===== config.mk =====
export PLATFORM = sky130hd
export DESIGN_NAME = pmr_regslave
export DESIGN_NICKNAME = d
export VERILOG_FILES = /design/src/rtl/pmr_pkg.sv /design/src/rtl/pmr_decode.sv /design/src/rtl/pmr_irq_unit.sv /design/src/rtl/pmr_chan_bank.sv /design/src/rtl/pmr_regslave.sv
export SDC_FILE = /design/constraint.sdc
export NUM_CORES = 1
export LEC_CHECK = 0
export ABC_AREA = 1
export BUFFER_PORTS_ARGS = -buffer_cell sky130_fd_sc_hd__buf_2
export CAP_MARGIN = 20
export CORE_MARGIN = 2
export CORE_UTILIZATION = 40
export DETAILED_ROUTE_END_ITERATION = 7
export PLACE_DENSITY_LB_ADDON = 0.3
export SLEW_MARGIN = 20
export SYNTH_ARGS = -nofsm -noshare
export SYNTH_HDL_FRONTEND = slang
export SYNTH_SLANG_ARGS = --single-unit
export TNS_END_PERCENT = 1

===== constraint.sdc =====
create_clock -name clk -period 3.1 [get_ports clk]
set_input_delay 0.62 -clock clk [delete_from_list [all_inputs] [get_ports clk]]
set_output_delay 0.62 -clock clk [all_outputs]
set_load 0.02 [all_outputs]

===== src/rtl/pmr_pkg.sv =====
package pmr_pkg;

    localparam int REG_W      = 16;
    localparam int IDX_W      = 5;
    localparam int CH_W       = 4;
    localparam int RES_W      = 10;
    localparam int NCH        = 1 << CH_W;
    localparam int CH_LSB     = 10;

    localparam logic [REG_W-1:0] ID_BASE  = 16'h0215;
    localparam int               ID_VBIT  = 7;
    localparam logic [REG_W-1:0] STAT_RST = 16'h0020;
    localparam logic [REG_W-1:0] CAL_RST  = 16'h0001;

    localparam int IRQ_BTN      = 0;
    localparam int IRQ_SAMPLE   = 8;
    localparam int STAT_BTN_BIT = 5;
    localparam int CC_WDOG_BIT  = 1;

    typedef enum logic [3:0] {
        K_ID, K_IST, K_IMSK, K_CAL, K_CHAN, K_SCTL,
        K_CC1, K_CC2, K_STAT, K_WDOG, K_ZERO, K_BAD
    } reg_kind_e;

    function automatic reg_kind_e classify(input logic [IDX_W-1:0] idx);
        case (idx)
            5'h00:                      return K_ID;
            5'h01:                      return K_IST;
            5'h02:                      return K_IMSK;
            5'h06:                      return K_CAL;
            5'h08:                      return K_CHAN;
            5'h09:                      return K_SCTL;
            5'h0D:                      return K_CC1;
            5'h0E:                      return K_CC2;
            5'h16:                      return K_STAT;
            5'h17:                      return K_WDOG;
            5'h07, 5'h12, 5'h13,
            5'h14, 5'h15:               return K_BAD;
            default:                    return K_ZERO;
        endcase
    endfunction

    function automatic logic [RES_W-1:0] chan_default(input int unsigned ch);
        case (ch)
            1:       return 10'h3C2;
            2:       return 10'h0FC;
            3:       return 10'h165;
            4:       return 10'h07B;
            5:       return 10'h3FF;
            6, 7:    return 10'h011;
            8:       return 10'h250;
            10:      return 10'h002;
            11:      return 10'h011;
            12:      return 10'h3D0;
            13:      return 10'h330;
            default: return '0;
        endcase
    endfunction

endpackage


===== src/rtl/pmr_decode.sv =====
module pmr_decode
    import pmr_pkg::*;
(
    input  logic [IDX_W-1:0] idx,
    output reg_kind_e        kind
);
    always_comb kind = classify(idx);
endmodule


===== src/rtl/pmr_irq_unit.sv =====
module pmr_irq_unit #(
    parameter int W = 16,
    parameter int BTN_BIT = 0,
    parameter int SAMPLE_BIT = 8
) (
    input  logic         clk,
    input  logic         rst,
    input  logic         st_wr,
    input  logic         mask_wr,
    input  logic [W-1:0] wdata,
    input  logic         sample_set,
    input  logic         btn_set,
    output logic [W-1:0] status,
    output logic [W-1:0] mask,
    output logic         irq
);
    logic [W-1:0] st_q, mask_q, st_d;

    always_comb begin
        st_d = st_q;
        if (st_wr)      st_d = st_d ^ wdata;
        if (sample_set) st_d[SAMPLE_BIT] = 1'b1;
        if (btn_set)    st_d[BTN_BIT] = 1'b1;
    end

    always_ff @(posedge clk) begin
        if (rst) begin
            st_q   <= '0;
            mask_q <= '1;
        end else begin
            st_q <= st_d;
            if (mask_wr) mask_q <= wdata;
        end
    end

    assign status = st_q;
    assign mask   = mask_q;
    assign irq    = |(st_q & ~mask_q);


    full_mask_quiet_chk: assert property (@(posedge clk) disable iff (rst)
        (mask_wr && wdata == '1) |=> !irq);

    btn_sets_src_chk: assert property (@(posedge clk) disable iff (rst)
        btn_set |=> status[BTN_BIT]);

    sample_sets_src_chk: assert property (@(posedge clk) disable iff (rst)
        sample_set |=> status[SAMPLE_BIT]);

    status_hold_chk: assert property (@(posedge clk) disable iff (rst)
        (!st_wr && !sample_set && !btn_set) |=> $stable(status));
endmodule


===== src/rtl/pmr_chan_bank.sv =====
module pmr_chan_bank
    import pmr_pkg::*;
#(
    parameter int N  = NCH,
    parameter int CW = CH_W,
    parameter int RW = RES_W
) (
    input  logic          clk,
    input  logic          rst,
    input  logic          sel_we,
    input  logic [CW-1:0] sel_ch,
    input  logic          ld_en,
    input  logic [CW-1:0] ld_ch,
    input  logic [RW-1:0] ld_val,
    output logic [CW-1:0] cur_ch,
    output logic [RW-1:0] cur_res
);
    logic [RW-1:0] res_q [N];
    logic [CW-1:0] ch_q;

    always_ff @(posedge clk) begin
        if (rst) begin
            for (int i = 0; i < N; i++) res_q[i] <= chan_default(i);
            ch_q <= '0;
        end else begin
            for (int i = 0; i < N; i++)
                if (ld_en && ld_ch == CW'(i)) res_q[i] <= ld_val;
            if (sel_we) ch_q <= sel_ch;
        end
    end

    assign cur_ch  = ch_q;
    assign cur_res = res_q[ch_q];


    chan_select_chk: assert property (@(posedge clk) disable iff (rst)
        sel_we |=> cur_ch == $past(sel_ch));

    load_visible_chk: assert property (@(posedge clk) disable iff (rst)
        (ld_en && !sel_we && ld_ch == cur_ch) |=> cur_res == $past(ld_val));
endmodule


===== src/rtl/pmr_regslave.sv =====
module pmr_regslave
    import pmr_pkg::*;
#(
    parameter logic [15:0] SCTL_INIT = 16'h00FF
) (
    input  logic        clk,
    input  logic        rst,
    input  logic        variant_sel,
    input  logic        req_valid,
    input  logic        req_write,
    input  logic [4:0]  req_index,
    input  logic [15:0] req_wdata,
    output logic [15:0] rsp_rdata,
    input  logic        btn_event,
    input  logic        btn_level,
    input  logic        res_load_en,
    input  logic [3:0]  res_load_ch,
    input  logic [9:0]  res_load_val,
    output logic        irq_out,
    output logic        shutdown_req,
    output logic        access_err
);
    reg_kind_e        kind;
    logic             wr;
    logic [REG_W-1:0] st, msk, cal_q, cc1_q, cc2_q, sctl_q, stat_q;
    logic             shut_q, err_q;
    logic [CH_W-1:0]  cur_ch;
    logic [RES_W-1:0] cur_res;

    pmr_decode u_dec (.idx(req_index), .kind(kind));

    assign wr = req_valid && req_write;

    pmr_irq_unit #(.W(REG_W), .BTN_BIT(IRQ_BTN), .SAMPLE_BIT(IRQ_SAMPLE)) u_irq (
        .clk(clk), .rst(rst),
        .st_wr(wr && kind == K_IST),
        .mask_wr(wr && kind == K_IMSK),
        .wdata(req_wdata),
        .sample_set(wr && kind == K_CHAN),
        .btn_set(btn_event),
        .status(st), .mask(msk), .irq(irq_out)
    );

    pmr_chan_bank u_bank (
        .clk(clk), .rst(rst),
        .sel_we(wr && kind == K_CHAN),
        .sel_ch(req_wdata[CH_LSB +: CH_W]),
        .ld_en(res_load_en), .ld_ch(res_load_ch), .ld_val(res_load_val),
        .cur_ch(cur_ch), .cur_res(cur_res)
    );

    always_ff @(posedge clk) begin
        if (rst) begin
            cal_q  <= CAL_RST;
            cc1_q  <= '0;
            cc2_q  <= '0;
            sctl_q <= SCTL_INIT;
            stat_q <= STAT_RST;
            shut_q <= 1'b0;
            err_q  <= 1'b0;
        end else begin
            if (wr) begin
                case (kind)
                    K_CAL:  cal_q  <= req_wdata;
                    K_CC1:  cc1_q  <= req_wdata;
                    K_CC2:  cc2_q  <= req_wdata;
                    K_SCTL: sctl_q <= sctl_q & ~req_wdata;
                    K_WDOG: if (req_wdata == '0 && cc1_q[CC_WDOG_BIT]) shut_q <= 1'b1;
                    default: ;
                endcase
            end
            if (req_valid && kind == K_BAD) err_q <= 1'b1;
            if (btn_event) stat_q[STAT_BTN_BIT] <= ~btn_level;
        end
    end

    always_comb begin
        case (kind)
            K_ID:    rsp_rdata = ID_BASE | (REG_W'(variant_sel) << ID_VBIT);
            K_IST:   rsp_rdata = st;
            K_IMSK:  rsp_rdata = msk;
            K_CAL:   rsp_rdata = cal_q;
            K_CHAN:  rsp_rdata = (REG_W'(cur_ch) << CH_LSB) | REG_W'(cur_res);
            K_SCTL:  rsp_rdata = sctl_q;
            K_CC1:   rsp_rdata = cc1_q;
            K_CC2:   rsp_rdata = cc2_q;
            K_STAT:  rsp_rdata = stat_q;
            default: rsp_rdata = '0;
        endcase
    end

    assign shutdown_req = shut_q;
    assign access_err   = err_q;


    shutdown_sticky_chk: assert property (@(posedge clk) disable iff (rst)
        $past(shut_q) |-> shut_q);

    err_sticky_chk: assert property (@(posedge clk) disable iff (rst)
        $past(err_q) |-> err_q);

    sctl_cleared_chk: assert property (@(posedge clk) disable iff (rst)
        (wr && kind == K_SCTL) |=> (sctl_q & $past(req_wdata)) == '0);

    stat_readonly_chk: assert property (@(posedge clk) disable iff (rst)
        !btn_event |=> $stable(stat_q));
endmodule


==> flow_summary.json <==
{
  "synth_edf_count": 160,
  "tightestPinTransition_ns": 0.678,
  "synth_area_leaders": "edfxtp_1 (39%), dfxtp_1 (18%), nand2_1 (13%)",
  "rsz0062_at_grt": "yes",
  "final_cell_mix": "nand2_1 (417), nor2_1 (201), edfxtp_1 (160)",
  "insertion_delay_ns": 0.54,
  "syn2layout_area_growth_pct": 16.0,
  "drive_gt1_frac": 0.127,
  "routedWlPerCell_um": 18.3,
  "io_pins": 62,
  "worstSetupStartpointType": "input port",
  "clkTransAtPathRegs_ns": 0.06,
  "design.core.area_um2": 29900,
  "slew_viol_final": 0,
  "rows": 63,
  "crit_fanout": 6,
  "nets": 1572,
  "first_global_vias": 9903,
  "yosys_warnings": 0,
  "grt_pass1_wl_um": 54600,
  "run_status": "finished, final reports clean",
  "gp_congestion": 0.885,
  "ys_ff_latch": 267,
  "critPathBufInv": 7,
  "final_common_cell": "nand2_1",
  "cts_buffer_depth": 3,
  "static-leakage-power_nw": 5.58,
  "cts_hold_buf": 0,
  "final_hold_viol_count": 0,
  "syn_inst": 1462,
  "die_w_um": 179,
  "path_class": "in -> out",
  "start_util": 0.409,
  "critical_path.most_common_cell": "buf_4",
  "diodes": 0,
  "ys.flop_type": "edfxtp_1",
  "syn_avg_cell_area_um2": 8.35,
  "cts_buffers": 28,
  "min_period_ns": 3.02,
  "cp_top_family": "buffers and inverters",
  "fin_skew_ns": 0.00182,
  "slowest_stage": "o21ai_4",
  "first_iter_violations": 1030,
  "antenna_found_initial": 0,
  "ys_types": 38,
  "cp_cell_sequence": "buf_2 > inv_1 > nand3_1 > o21ai_4 > buf_4 > nor3_4 > buf_6 > buf_6 > buf_4 > a22oi_1 > nand3_1 > buf_4",
  "grt_usage": 0.221,
  "yosysTopAreaCellShare": 0.393,
  "placed_area_um2": 13100,
  "grt_max_degree": 62,
  "htree_levels": 1,
  "slew_headroom": 0.544,
  "dr_total_vias": 10300,
  "period_share": 0.973,
  "drt_pre_antenna_iters": 5,
  "synth_top_area_cell": "edfxtp_1",
  "pwr_density_cell_nw_per_um2": 556,
  "final_area_um2": 14200,
  "final_util": 0.474,
  "clkSinkCount": 267,
  "required_ns": 2.48,
  "die_h_um": 179,
  "cts-root-buf": "clkbuf_16",
  "cp_slowest_stage_delay_ns": 0.28,
  "routed_wl_um": 35500,
  "cts_tree": "built",
  "setup_viol": 0,
  "ir_worst_vdd_uv": 419,
  "syn_nets": 1509,
  "hp-class": "in -> reg",
  "synth.yosys.seq_area_share": 0.569,
  "dpl.hpwl_um": 23800,
  "synthArstFlopShare": 0,
  "arrival_ns": 2.40,
  "dieArea_um2": 31900,
  "end_kind": "output pin",
  "via_per_inst": 5.34,
  "cap_violations": 0,
  "max_freq_mhz": 331,
  "post-route-drc-count": 0,
  "grt_overflow_total": 0,
  "port-buffer-count": 61,
  "total_power_mw": 7.87,
  "syn_area_um2": 12200,
  "ant_nets": 0
}
## per-stage QoR
step	setup TNS (ns)	setup slack (ns)	cells	hold slack, ns
floorplan	0	0.403	1462	0.423
global placement	0	0.0825	1879	0.437
detailed placement	0	0.0699	1879	0.441
CTS	0	0.0151	1927	0.239
global route	-0.0390	-0.0104	1933	0.267
finish	0	0.0823	1933	0.258
## kinds of logic (layout without fill, tap and decap cells)
| group | Yosys count | after routing | synth area share |
|---|---|---|---|
| buffers and inverters | 191 | 272 | 0.0643 |
| AO/OA/AOI/OAI | 194 | 194 | 0.0870 |
| AND/OR/NAND/NOR | 805 | 805 | 0.275 |
| XOR/XNOR | 1 | 1 | 0.000717 |
| adder cells (fa/ha/maj) | 4 | 4 | 0.00410 |
| flip-flops | 267 | 267 | 0.569 |
## repair_timing
action,CTS,global route
endpoints found under the setup margin,1,16
cloned,0,2
gates resized for setup,1,35
pin swaps,0,6
setup buffers,0,4
## layout make-up
cell class | instances | area (µm²)
fillers | 2813 | 15700
flip-flops and latches | 267 | 6950
well taps | 390 | 488
clock buffers | 34 | 787
multi-input cells | 1004 | 4540
repair inverters | 1 | 7.51
inverters | 115 | 438
clock inverters | 14 | 124
repair buffers | 108 | 835
## sequential cells by signal, summed over array words and instances, names as in the netlist, named ones only
signal / flops
u_bank.res_q: 160
cal_q: 16
cc1_q: 16
cc2_q: 16
sctl_q: 16
u_irq.mask: 16
u_irq.status: 16
u_bank.cur_ch: 4
access_err: 1
shutdown_req: 1
stat_q: 1
## final timing paths
path	slack, ns	startpoint	depth (start not counted)	end
setup reg to reg	1.71	cc1_q[1]	6	shutdown_req
hold reg to reg	0.45	sctl_q[11]	2	sctl_q[11]
setup / recovery	0.08	req_index[3]	12	rsp_rdata[14]
hold / removal	0.26	btn_level	2	stat_q[5]
## report_power, final
group	switching, mW	leakage [nW]	internal, mW	total (mW)
logic	0.390	2.71	0.154	0.544
registers	0.0463	2.42	3.93	3.97
clock network	1.40	0.442	1.96	3.36
## layer usage
metal	up-vias	part of all wire	global-route usage
met5	-	0	0
met4	0	0.029	0.0688
met3	69	0.067	0.0276
met2	384	0.46	0.352
met1	4916	0.45	0.315
li1	4953	-	-
## Yosys cell counts (all sizes together) (3+ instances only)
library cell	number
nand2	426
nor2	207
edfxtp	160
nand3	147
inv	112
dfxtp	107
a21oi	77
o21ai	74
clkbuf	48
buf	28
o211ai	16
nor3	15
o22ai	13
nand4	7
a31oi	6
a211oi	4
ha	4
a22oi	3
clkinv	3
Power figures use the tool's default switching activity.
